`src/rtl/desat_guard_pkg.sv`:
```
package desat_guard_pkg;

  // Width of a counter that must hold the value n.
  function automatic int unsigned cnt_width(input int unsigned n);
    int unsigned w;
    w = 1;
    while ((1 << w) <= n) w++;
    return w;
  endfunction

  typedef enum logic [1:0] {
    PH_OFF     = 2'd0,
    PH_BLANK   = 2'd1,
    PH_WATCH   = 2'd2,
    PH_TRIPPED = 2'd3
  } guard_phase_e;

endpackage

```
`src/rtl/dsg_rise_detect.sv`:
```
module dsg_rise_detect (
  input  logic clk,
  input  logic rst_n,
  input  logic level_i,
  output logic level_q,
  output logic rise_o
);
  always_ff @(posedge clk or negedge rst_n) begin
    if (!rst_n) level_q <= 1'b0;
    else        level_q <= level_i;
  end

  // Combinational: a high level now that was low on the last edge.
  assign rise_o = level_i & ~level_q;
endmodule

```
`src/rtl/dsg_blank_timer.sv`:
```
module dsg_blank_timer #(
  parameter int unsigned BLANK_CYCLES = 50
) (
  input  logic clk,
  input  logic rst_n,
  input  logic gate_on_i,
  output logic blank_done_o
);
  import desat_guard_pkg::*;

  localparam int unsigned W = cnt_width(BLANK_CYCLES);
  localparam logic [W-1:0] LAST = W'(BLANK_CYCLES);

  logic [W-1:0] cnt_q;

  always_ff @(posedge clk or negedge rst_n) begin
    if (!rst_n)               cnt_q <= '0;
    else if (!gate_on_i)      cnt_q <= '0;
    else if (cnt_q != LAST)   cnt_q <= cnt_q + 1'b1;
  end

  assign blank_done_o = gate_on_i && (cnt_q == LAST);
endmodule

```
`src/rtl/dsg_fault_latch.sv`:
```
module dsg_fault_latch (
  input  logic clk,
  input  logic rst_n,
  input  logic set_i,
  input  logic clr_i,
  output logic fault_o
);
  // Clear wins: a new PWM period always starts unfaulted.
  always_ff @(posedge clk or negedge rst_n) begin
    if (!rst_n)      fault_o <= 1'b0;
    else if (clr_i)  fault_o <= 1'b0;
    else if (set_i)  fault_o <= 1'b1;
  end
endmodule

```
`src/rtl/desat_guard.sv`:
```
module desat_guard #(
  parameter int unsigned BLANK_CYCLES = 50
) (
  input  logic clk,
  input  logic rst_n,
  input  logic pwm_req,
  input  logic desat_hi,
  output logic gate_on,
  output logic sense_pd,
  output logic fault
);
  import desat_guard_pkg::*;

  logic req_q, req_rise, blank_done, watching, trip;
  guard_phase_e phase;

  dsg_rise_detect u_rise (
    .clk     (clk),
    .rst_n   (rst_n),
    .level_i (pwm_req),
    .level_q (req_q),
    .rise_o  (req_rise)
  );

  dsg_blank_timer #(.BLANK_CYCLES(BLANK_CYCLES)) u_blank (
    .clk          (clk),
    .rst_n        (rst_n),
    .gate_on_i    (gate_on),
    .blank_done_o (blank_done)
  );

  dsg_fault_latch u_latch (
    .clk     (clk),
    .rst_n   (rst_n),
    .set_i   (trip),
    .clr_i   (req_rise),
    .fault_o (fault)
  );

  assign gate_on  = req_q & ~fault;
  assign watching = blank_done;
  assign trip     = watching & desat_hi;

  always_comb begin
    if (fault)         phase = PH_TRIPPED;
    else if (!gate_on) phase = PH_OFF;
    else if (watching) phase = PH_WATCH;
    else               phase = PH_BLANK;
  end

  // Pull-down released only while comparing.
  assign sense_pd = (phase != PH_WATCH);

  initial begin
    if (BLANK_CYCLES < 1) $error("BLANK_CYCLES must be at least 1");
  end
endmodule

```
`config.mk`:
```
export PLATFORM = sky130hd
export DESIGN_NAME = desat_guard
export DESIGN_NICKNAME = d
export VERILOG_FILES = /design/src/rtl/desat_guard_pkg.sv /design/src/rtl/dsg_rise_detect.sv /design/src/rtl/dsg_blank_timer.sv /design/src/rtl/dsg_fault_latch.sv /design/src/rtl/desat_guard.sv
export SDC_FILE = /design/constraint.sdc
export NUM_CORES = 1
export LEC_CHECK = 0
export ABC_AREA = 0
export BUFFER_PORTS_ARGS = -buffer_cell sky130_fd_sc_hd__buf_2
export CAP_MARGIN = 10
export CELL_PAD_IN_SITES_DETAIL_PLACEMENT = 1
export CELL_PAD_IN_SITES_GLOBAL_PLACEMENT = 2
export CORE_UTILIZATION = 28
export CTS_CLUSTER_DIAMETER = 40
export CTS_CLUSTER_SIZE = 12
export DETAILED_ROUTE_END_ITERATION = 8
export GPL_TIMING_DRIVEN = 0
export PLACE_DENSITY = 0.72
export SLEW_MARGIN = 5
export SYNTH_ARGS = -nofsm -noshare
export SYNTH_HDL_FRONTEND = slang
export SYNTH_SLANG_ARGS = --single-unit
export TNS_END_PERCENT = 5
```
`constraint.sdc`:
```
create_clock -name clk -period 1.4 [get_ports clk]
set_clock_uncertainty 0.1 [all_clocks]
set_input_delay 0.07 -clock clk [delete_from_list [all_inputs] [get_ports clk]]
set_output_delay 0.07 -clock clk [all_outputs]
set_load 0.005 [all_outputs]
```
Word-level counts from Yosys, hierarchy flattened

Index checks and enable logic that the tools add are counted.

Register bits: 8
Logic and storage cells: 22
Input port bits: 4
Output and inout port bits: 3

Bitwise operators: 5
$add $sub $neg: 1
Equal/unequal tests: 4
Reduce and logical (&&, ||, !) cells: 2
Mux-type cells: 7

Operators with widths:

| operator                                                      | count |
|---|---|
| 6-bit 2-to-1 mux                                              | 2 |
| 6-bit by 1-bit adder with 6-bit output, second input constant | 1 |
| 6-bit equality test, second input constant                    | 1 |
| 2-bit 2-to-1 mux                                              | 3 |
| 6-bit inequality test, second input constant                  | 1 |
| 2-bit inequality test, second input constant                  | 2 |
| 1-bit AND                                                     | 3 |
| 1-bit 2-to-1 mux                                              | 2 |
| 1-bit inverter                                                | 2 |
| 2-bit nonzero test                                            | 1 |
| 1-bit logical AND                                             | 1 |

Logic depth before layout (Yosys ltp)

Gate-level depths: netlist of run 1.

Depth in word-level cells: 7
Mapped depth: 5
Gate-level depth less buffers: 4

Modules after synthesis

A second synthesis of run 1 with hierarchy kept.

Cells, all modules: 38
Area, all modules: 434.2 um^2

Modules (own cells, without submodules):

| module          | times used | area each (um^2) | cells each |
|---|---|---|---|
| dsg_blank_timer | 1          | 340.3            | 31 |
| dsg_rise_detect | 1          | 38.8             | 2 |
| dsg_fault_latch | 1          | 35.0             | 2 |
| desat_guard     | 1          | 20.0             | 3 |

Least setup slack after synthesis of run 1

OpenSTA, ideal clock, no wires.

Path type: reg2reg
Start point: reg u_blank.cnt_q[0]
End point: reg u_latch.fault_o
Arrival time: 1.120 ns
Cell stages (with the launch flop): 6
Setup time: 0.121 ns
Data required time: 1.179 ns
Path slack: 0.059 ns
Path buffers: 1
Path through: dfrtp_1 inv_1 ha_1 and2_1 buf_4 a32o_2

Cells in the longest elaborated chain, start to end: 4

RTL lines:

| element                             | line                  | text |
|---|---|---|
| start: declaration                  | dsg_blank_timer.sv:14 | `logic [W-1:0] cnt_q;` |
| start signal: assignment            | dsg_blank_timer.sv:19 | `else if (cnt_q != LAST) cnt_q <= cnt_q + 1'b1;` |
| 6-bit equality test                 | dsg_blank_timer.sv:22 | `assign blank_done_o = gate_on_i && (cnt_q == LAST);` |
| 1-bit logical AND                   | dsg_blank_timer.sv:22 |  |
| 1-bit AND                           | desat_guard.sv:42     | `assign trip = watching & desat_hi;` |
| 2-bit nonzero test (no source line) | --                    |  |
| end signal: assignment              | dsg_fault_latch.sv:10 | `if (!rst_n) fault_o <= 1'b0;` |
| end signal: assignment              | dsg_fault_latch.sv:11 | `else if (clr_i) fault_o <= 1'b0;` |
| end signal: assignment              | dsg_fault_latch.sv:12 | `else if (set_i) fault_o <= 1'b1;` |
| end: declaration                    | dsg_fault_latch.sv:6  | `output logic fault_o` |

Every way passes these cells.
A chain may end at the register's enable or synchronous reset.

Final worst setup path of run 1

Start point: reg u_blank.cnt_q[2]
End point: out sense_pd

Cells in the longest elaborated chain, start to end: 6

RTL lines:

| element               | line                  | text |
|---|---|---|
| 6-bit equality test   | dsg_blank_timer.sv:22 |  |
| 1-bit logical AND     | dsg_blank_timer.sv:22 |  |
| 2-bit 2-to-1 mux      | desat_guard.sv:47     | `else if (watching) phase = PH_WATCH;` |
| 2-bit 2-to-1 mux      | desat_guard.sv:46     | `else if (!gate_on) phase = PH_OFF;` |
| 2-bit 2-to-1 mux      | desat_guard.sv:45     | `if (fault) phase = PH_TRIPPED;` |
| 2-bit inequality test | desat_guard.sv:52     | `assign sense_pd = (phase != PH_WATCH);` |
| end: declaration      | desat_guard.sv:9      | `output logic sense_pd,` |

Every way passes these cells.

==> flow_metrics.tcl, run 1 <==
set metrics [dict create \
    outcome "finished, violations left" \
    violations "negative setup slack" \
    internal_power_uw 361.3 \
    rsz0062_at_grt "true" \
    io_buffer_count 6 \
    synth_fp_nets 42 \
    grt_overflow 0 \
    cp_max_fo 2 \
    critPathSlowestCell "dfrtp_1" \
    routed_wl_microns 913 \
    ir_worst_vdd_mv 0.3923 \
    switching_power_uw 114.5 \
    hold_viol_final 0 \
    htree_levels 1 \
    power_frac_comb_pct 9.9 \
    slew-limit-headroom_pct 83.52 \
    hpwlAfterDp_microns 635.1 \
    grt_pass1_vias 345 \
    yosysUniqueCellTypes 20 \
    wl_per_cell_microns 14.05 \
    p_seq_share_pct 52.6 \
    cts_tree "built" \
    max_freq_mhz 655.7 \
    first_pass_iters 4 \
    switching_share_pct 24.06 \
    worstMarginPinSlew_ns 0.2469 \
    yosysTopAreaCellShare_pct 51.28 \
    end_kind "output port" \
    period_minus_slack_ns 1.525 \
    critPathTopFamily "simple AND/OR/NAND/NOR gates" \
    pwr_density_cell_nw_per_um2 907.6 \
    cts-root-buf "clkbuf_4" \
    yosys_warnings 0 \
    via_per_inst 4.708 \
    synth_top_area_cell "dfrtp_1" \
    detail-route-antenna-nets 0 \
    diodes 0 \
    drt_iter0_markers 4 \
    place_congestion 0.6841 \
    synth_area_sq_um 390.4 \
    nets 58 \
    netlist_top_cells_area "dfrtp_1 (51%), ha_1 (6.4%), xor2_1 (4.5%)" \
    die-width_microns 39.34 \
    fin_ws_ns -0.1250 \
    crit_path_start_kind "flip-flop" \
    critPathMaxStageDelay_ns 0.41 \
    instances_no_fill 65 \
    synth_cells 36 \
    finalMaxSlewViolations 0 \
    ys_ff_latch 8 \
    die-area_sq_um 1548 \
    postSynthAreaPerCell_sq_um 10.84 \
    path_clk_slew_ns 0.06 \
    grt_usage_pct 15.81 \
    io_pins 7 \
    numCtsBuffers 3 \
    syn_to_final_growth_pct 34.30 \
    ys_seq_area_share_pct 51.28 \
    grt_pass1_wl_mm 1.476 \
    critPathBufInv 1 \
    insertion_delay_ns 0.25 \
    fillers 159 \
    drive_gt1_share_pct 40.00 \
    grt_max_degree 9 \
    vias 306 \
    timing.max_cap.violations 0 \
    cts.sinks 8 \
    die_h_microns 39.34 \
    worstSetupPathType "reg -> out" \
    required_ns 1.23 \
    crit_chain "nor4bb_4 -> and2_4 -> nand2_2 -> buf_2" \
    hold_path_class "in -> async" \
    finalCritPeriodShare_pct 108.9 \
    placementRows 13 \
    initial_core_util_pct 30.00 \
    leakagePower_nw 0.2388 \
    finalSetupViolations 3 \
    drc 0 \
    antenna_found_initial 0 \
    p_total_uw 475.8 \
    dp_cells 57 \
    cp.arrival_ns 1.36 \
    coreArea_sq_um 1301 \
    clkPwrFrac_pct 37.6 \
    clockBufferDepth 2 \
]
power groups by stage:
| stage | clock network, mW | logic, mW | registers [mW] |
|---|---|---|---|
| 5_1_grt | 0.194 | 0.0532 | 0.251 |
| 2_1_floorplan | 0 | 0.0196 | 0.251 |
| 4_1_cts | 0.177 | 0.0472 | 0.250 |
| 3_5_place_dp | 0 | 0.0356 | 0.254 |
| 3_3_place_gp | 0 | 0.0317 | 0.253 |
| 6_report | 0.179 | 0.0470 | 0.250 |
state kept, by name, summed over array words and instances, names as in the netlist:
name,count
u_blank.cnt_q,6
u_latch.fault_o,1
u_rise.level_q,1
final cells by class:
| class | count | area [sq um] | area share (%) |
|---|---|---|---|
| clock buffer | 3 | 22.52 | 4.296 |
| inverter | 2 | 7.507 | 1.432 |
| multi-input combinational | 25 | 191.4 | 36.52 |
| sequential | 8 | 201.4 | 38.42 |
| tap | 15 | 18.77 | 3.580 |
| timing repair buffer | 12 | 82.58 | 15.75 |
cell usage in the layout, fill, tap and decap left out, drive strengths merged, types with 2 or more instances in the layout:
| cell type | netlist | layout |
|---|---|---|
| dfrtp | 8 | 8 |
| buf | 1 | 9 |
| nor2 | 2 | 2 |
| clkbuf | 0 | 3 |
| inv | 2 | 2 |
| dlygate4sd3 | 0 | 3 |
| nand2 | 4 | 4 |
| xor2 | 2 | 2 |
| nand2b | 2 | 2 |
| ha | 2 | 2 |
| nand3 | 2 | 2 |
per-layer routing:
metal / global-route usage, % / wire (microns) / up-vias
met4: 12.93 / 14 / 0
met1: 16.96 / 429 / 147
met3: 5.114 / 22 / 2
met5: 0 / 0 / -
li1: - / - / 152
met2: 25.00 / 446 / 5
per-stage QoR:
stage                     utilization [%]  setup WS [ns]  setup TNS [ns]  hold slack (ns)  cell area [sq um]
final                               40.29        -0.1250         -0.2074           0.1023              524.3
after global routing                40.29        -0.2036         -0.4718           0.1187              524.3
after CTS                           40.77        -0.2179         -0.6080          0.09699              530.5
after detailed placement            33.75        -0.1314         -0.2386          -0.1738              439.2
after global placement              33.75      -0.006040       -0.006162          -0.1824              439.2
after floorplan                         -        0.05899               0          -0.3256              390.4
Yosys cell counts:
master and instances:
a21oi_1 1, nand4_1 1, ha_1 2, inv_1 2, xor2_1 2, a32o_2 1, nand3_1 2, and2_1 1
buf_4 1, o21ai_0 1, or3_1 1, nand2b_1 2, nor3_1 1, dfrtp_1 8, nor4bb_2 1, nand2_1 4
mux2i_1 1, o31ai_1 1, nor2_1 2, xnor2_1 1
worst paths after layout:
check,end,slack (ns),cells past startpoint,from
setup / recovery,sense_pd,-0.13,4,u_blank.cnt_q[2]
hold / removal,u_blank.cnt_q[0],0.10,2,rst_n
setup reg to reg,u_blank.cnt_q[0],-0.07,4,u_blank.cnt_q[2]
hold reg to reg,u_latch.fault_o,0.42,1,u_latch.fault_o
max in group asynchronous,u_blank.cnt_q[3],0.90,2,rst_n
min in group clk,u_rise.level_q,0.38,2,pwm_req
kinds of logic after synthesis:
group / Yosys count / synth area share, %
AO/OA/AOI/OAI: 4 / 7.370
adder cells (fa/ha/maj): 2 / 6.409
AND/OR/NAND/NOR: 15 / 21.80
multiplexers: 1 / 2.564
XOR/XNOR: 3 / 6.732
buffers and inverters: 3 / 3.848
flip-flops: 8 / 51.28
repair_timing:
action	in CTS	in global routing
setup endpoints to repair	5	7
hold buffers	3	0
hold endpoints to repair	10	0
pin swaps	2	2
resized for setup	5	3
setup buffers	3	0
Note: power is estimated with default switching activity, not from simulation.
==> run 2: changes to the inputs <==
--- a/config.mk
+++ b/config.mk
@@ -9,3 +9,2 @@
 export BUFFER_PORTS_ARGS = -buffer_cell sky130_fd_sc_hd__buf_2
-export CAP_MARGIN = 10
 export CELL_PAD_IN_SITES_DETAIL_PLACEMENT = 1
--- a/constraint.sdc
+++ b/constraint.sdc
@@ -4,2 +4,2 @@
 set_output_delay 0.07 -clock clk [all_outputs]
-set_load 0.005 [all_outputs]
+set_load 0.05 [all_outputs]
==> flow_metrics.tcl, run 2 (synthesized netlist as in run 1, its figures left out) <==
set metrics [dict create \
    outcome "finished, violations left" \
    violations "negative setup slack" \
    drc 0 \
    drt_iter0_markers 4 \
    worstSetupPathType "reg -> out" \
    crit_path_start_kind "flip-flop" \
    fin_setup_tns_ns -0.3539 \
    finalCritPeriodShare_pct 110.4 \
    syn_to_final_growth_pct 48.08 \
    startpoint "u_blank.cnt_q[2]" \
    p_total_uw 506.7 \
    r2r-start "u_blank.cnt_q[0]" \
    top_regs "u_blank.cnt_q (6), u_latch.fault_o (1), u_rise.level_q (1)" \
    grt_usage_pct 14.13 \
    leakagePower_nw 0.2553 \
    grt_max_degree 9 \
    diodes 0 \
    slew-limit-headroom_pct 83.54 \
    max_freq_mhz 647.0 \
    clkPwrFrac_pct 38.8 \
    io_pins 7 \
    grt_pass1_vias 322 \
    io_buffer_count 6 \
    pre_cts_ws_ns -0.09766 \
    fin_ws_ns -0.1456 \
    hold_viol_final 0 \
    switching_share_pct 25.52 \
    die_h_microns 39.34 \
    htree_levels 1 \
    first_pass_iters 2 \
    grt_pass1_wl_mm 1.311 \
    clockBufferDepth 2 \
    routed_wl_microns 889 \
    period_minus_slack_ns 1.546 \
    cts-root-buf "clkbuf_4" \
    most-common-layout-cells "buf_2 (5), dfrtp_1 (5)" \
    die-area_sq_um 1548 \
    placementRows 13 \
    finalMaxSlewViolations 0 \
    via_per_inst 4.597 \
    ir_worst_vdd_mv 0.5057 \
    instances_no_fill 67 \
    nets 59 \
    finalSetupViolations 5 \
    path_clk_slew_ns 0.06 \
    coreArea_sq_um 1301 \
    grt_overflow 0 \
    end_kind "output port" \
    largest_reg_flops 6 \
    worstMarginPinSlew_ns 0.2444 \
    vias 308 \
    hold_path_class "in -> async" \
    dp_cells 57 \
    rsz0062_at_grt "true" \
    p_seq_share_pct 49.8 \
    switching_power_uw 129.3 \
    timing.max_cap.violations 0 \
    numCtsBuffers 3 \
    place_congestion 0.7009 \
    power_frac_comb_pct 11.4 \
    antenna_found_initial 0 \
    cts_tree "built" \
    cp_max_fo 3 \
    wl_per_cell_microns 13.27 \
    cts.sinks 8 \
    top_register "u_blank.cnt_q" \
    cp.arrival_ns 1.38 \
    die-width_microns 39.34 \
    insertion_delay_ns 0.26 \
    initial_core_util_pct 30.00 \
    internal_power_uw 377.4 \
    final_util_pct 44.42 \
    pwr_density_cell_nw_per_um2 876.6 \
    required_ns 1.23 \
    drive_gt1_share_pct 46.15 \
    detail-route-antenna-nets 0 \
]
run 2: stage by stage:
stage	area (sq um)	hold slack, ns
detailed placement	459.2	-0.1788
CTS	539.3	0.06533
finish	578.1	0.07375
global placement	459.2	-0.1830
global route	578.1	0.09731
floorplan	410.4	-0.3256
run 2: power groups by stage:
| stage | registers (mW) | logic, mW | clock network, mW |
|---|---|---|---|
| after global placement | 0.253 | 0.0400 | 0 |
| after CTS | 0.251 | 0.0494 | 0.205 |
| after global routing | 0.253 | 0.0641 | 0.211 |
| after detailed placement | 0.254 | 0.0430 | 0 |
| after floorplan | 0.252 | 0.0278 | 0 |
| final | 0.252 | 0.0578 | 0.197 |
run 2: cell type report:
type	instances	area (sq um)
fillers	152	723.2
inverters	2	11.26
multi-input cells	25	214.0
repair buffers	13	103.9
well taps	15	18.77
clock buffers	4	26.28
flip-flops and latches	8	203.9
run 2: layer usage:
layer  wire length [microns]  GRT usage, %
met5                       0             0
met2                     476         23.33
met1                     383         13.43
met4                       0         12.93
met3                      29         5.114
run 2: path summary, 6_finish.rpt:
| kind | end | slack [ns] | cells after the start |
|---|---|---|---|
| worst min-delay path | u_rise.level_q | 0.07 | 2 |
| max in group asynchronous | u_blank.cnt_q[2] | 0.94 | 2 |
| worst max-delay path | sense_pd | -0.15 | 4 |
| min in group clk | u_rise.level_q | 0.38 | 2 |
| worst max register to register | u_latch.fault_o | -0.09 | 6 |
| worst min register to register | u_latch.fault_o | 0.43 | 1 |
run 2: repair_timing:
item                                    in CTS  in global routing
endpoints found under the hold margin       10                  0
pin swaps                                    3                  2
hold buffers                                 3                  0
gates cloned                                 0                  0
resized for setup                            6                  6
buffers inserted                             1                  3
endpoints found under the setup margin       4                  6
run 2: critical path: stages, from the launching register on:
cell	delay, ns
dfrtp_2	0.43
nor4bb_4	0.30
and2_4	0.20
nand2_4	0.04
buf_8	0.14
==> run 3: changes to the inputs <==
CORE_AREA = 2 2 39 41   (was not set)
CORE_UTILIZATION = not set   (was 28)
DIE_AREA = 0 0 41 43   (was not set)
PLACE_DENSITY = 0.76   (was 0.72)
SYNTH_HIERARCHICAL = 1   (was not set)
clock period = 1.9 ns   (was 1.4 ns; I/O delays follow)
==> flow_metrics.tcl, run 3 <==
set metrics [dict create \
    synth_cells 38 \
    post_cts_buffers 0 \
    worstSetupPathType "reg -> out" \
    synth-compound-area-share_pct 11.82 \
    period_minus_slack_ns 1.791 \
    diodes 0 \
    via_per_inst 5.000 \
    coreArea_sq_um 1384 \
    cts.sinks 8 \
    nets 57 \
    whs_ns 0.08966 \
    grt_usage_pct 13.60 \
    synth_top_area_cell "dfrtp_1" \
    crit_path_start_kind "flip-flop" \
    synthTopCellsByCount "dfrtp_1 (8), and2_1 (3), nand3_1 (3), o21ai_0 (3)" \
    fin_setup_tns_ns 0 \
    synth_fp_nets 44 \
    clkPwrFrac_pct 36.7 \
    placementRows 14 \
    cp_max_fo 6 \
    end_kind "output port" \
    power_frac_comb_pct 12.0 \
    slew-limit-headroom_pct 83.46 \
    synth-async-reset-ratio_pct 100.0 \
    synth_mux_area_share_pct 0 \
    most-common-layout-cells "dfrtp_1 (7), buf_2 (5)" \
    required_ns 1.70 \
    initial_core_util_pct 31.37 \
    drt_iter0_markers 8 \
    synth_edf_count 0 \
    finalCritPeriodShare_pct 94.28 \
    top_regs "u_blank/cnt_q (6), u_latch/fault_o (1), u_rise/level_q (1)" \
    die-area_sq_um 1763 \
    p_total_uw 359.8 \
    grt_overflow 0 \
    io_buffer_count 6 \
    yosysTopAreaCellShare_pct 46.11 \
    path_clk_slew_ns 0.06 \
    cp.arrival_ns 1.60 \
    final_area_sq_um 549.3 \
    fillers 168 \
    dpl-instance-area_sq_um 491.7 \
    ys_seq_area_share_pct 46.11 \
    grt_max_degree 11 \
    yosysUniqueCellTypes 21 \
    wl_per_cell_microns 14.63 \
    instances_no_fill 65 \
    first_pass_iters 4 \
    rsz0062_at_grt "false" \
    cts-root-buf "clkbuf_4" \
    internal_power_uw 270.1 \
    place_congestion 0.7020 \
    top_register "u_blank/cnt_q" \
    p_seq_share_pct 51.3 \
    clockBufferDepth 2 \
    hpwlAfterDp_microns 745 \
    numCtsBuffers 3 \
    layout_commonest_cell "dfrtp_1" \
    postSynthAreaPerCell_sq_um 11.43 \
    finalSetupViolations 0 \
    die-width_microns 41 \
    htree_levels 1 \
    syn_to_final_growth_pct 26.51 \
    ir_worst_vdd_mv 0.3345 \
    netlist_top_cells_area "dfrtp_1 (46%), ha_1 (5.8%), nand4b_4 (5.5%)" \
    grt_pass1_vias 365 \
    synth_top_family_by_area "simple AND/OR/NAND/NOR gates" \
    insertion_delay_ns 0.25 \
    hold_viol_final 0 \
    antenna_found_initial 0 \
    ys_ff_latch 8 \
    pwr_density_cell_nw_per_um2 655.0 \
    leakagePower_nw 0.2845 \
    synthFlopType "dfrtp_1" \
    synth-simple-area-share_pct 29.68 \
    io_pins 7 \
    synthAdderAreaFrac_pct 5.764 \
    finalMaxSlewViolations 0 \
    yosys_warnings 6 \
    grt_pass1_wl_mm 1.552 \
    hold_path_class "in -> reg" \
    timing.max_cap.violations 0 \
    largest_reg_flops 6 \
    worstMarginPinSlew_ns 0.2498 \
    detail-route-antenna-nets 0 \
    switching_share_pct 24.93 \
    cts_tree "built" \
    dp_cells 60 \
    outcome "complete, no violations" \
    switching_power_uw 89.68 \
    max_freq_mhz 558.3 \
    drc 0 \
    drive_gt1_share_pct 34.69 \
    synth_xor_area_share_pct 4.035 \
    synth_area_sq_um 434.2 \
    vias 325 \
    routed_wl_microns 951 \
    die_h_microns 43 \
    yosysMostFrequentCell "dfrtp_1" \
]
[run 3: cell count changes after synthesis, moves of 2 or more]
cell,delta
and2_1,+2
nand2_1,-3
nand3b_1,+2
nor2_1,-2
o21ai_0,+2
xor2_1,-2
[run 3: path summary, 6_finish.rpt]
kind                            depth (start not counted)                to        startpoint  slack [ns]
max in group asynchronous                               2  u_blank/cnt_q[0]             rst_n        1.39
worst min register to register                          1   u_latch/fault_o   u_latch/fault_o        0.50
min in group asynchronous                               2  u_blank/cnt_q[4]             rst_n        0.12
worst max-delay path                                    6          sense_pd  u_blank/cnt_q[0]        0.11
worst max register to register                          5  u_blank/cnt_q[0]  u_blank/cnt_q[0]        0.35
worst min-delay path                                    3   u_latch/fault_o          desat_hi        0.09
[run 3: power groups by stage]
stage | clock network, mW | logic, mW | registers, mW
after global routing | 0.146 | 0.0472 | 0.186
after CTS | 0.134 | 0.0428 | 0.184
after detailed placement | 0 | 0.0391 | 0.187
after global placement | 0 | 0.0350 | 0.186
final | 0.132 | 0.0431 | 0.185
after floorplan | 0 | 0.0256 | 0.185
[run 3: what timing repair did]
| item | 4_1_cts | 5_1_grt |
|---|---|---|
| gates resized for setup | 2 | 3 |
| pin swaps | 0 | 1 |
| setup endpoints to repair | 1 | 1 |
| endpoints found under the hold margin | 9 | 0 |
| hold buffers | 2 | 0 |
[run 3: area by class of cell]
class / instances / area [sq um] / area share (%)
multi-input combinational: 28 / 237.7 / 43.28
sequential: 8 / 201.4 / 36.67
timing repair buffer: 8 / 56.30 / 10.25
clock buffer: 3 / 22.52 / 4.100
tap: 16 / 20.02 / 3.645
buffer: 1 / 7.507 / 1.367
inverter: 1 / 3.754 / 0.6834
[run 3: cell families after synthesis]
kind of cell,count (synthesis)
adder cells (fa/ha/maj),2
AO/OA/AOI/OAI,7
flip-flops,8
AND/OR/NAND/NOR,17
buffers and inverters,2
XOR/XNOR,2
[run 3: stage by stage]
stage	setup WS (ns)	util, %
floorplan	0.01928	-
global placement	0.3640	35.53
detailed placement	0.2149	35.53
CTS	0.007855	39.15
global route	0.01113	39.69
finish	0.1087	39.69
[run 3: routing by layer]
layer  global-route usage, %  wire length (microns)  vias up
met5                       0                      0        -
met4                   4.000                      0        0
met3                   4.712                     32        0
met2                   22.19                    516        6
met1                   16.00                    403      164
li1                        -                      -      155
[run 3: worst max-delay path: stages, from the launching register on]
cell,delay [ns]
dfrtp_2,0.44
inv_1,0.08
ha_2,0.19
nand4b_4,0.14
nor3b_2,0.21
nand3b_1,0.12
buf_6,0.17
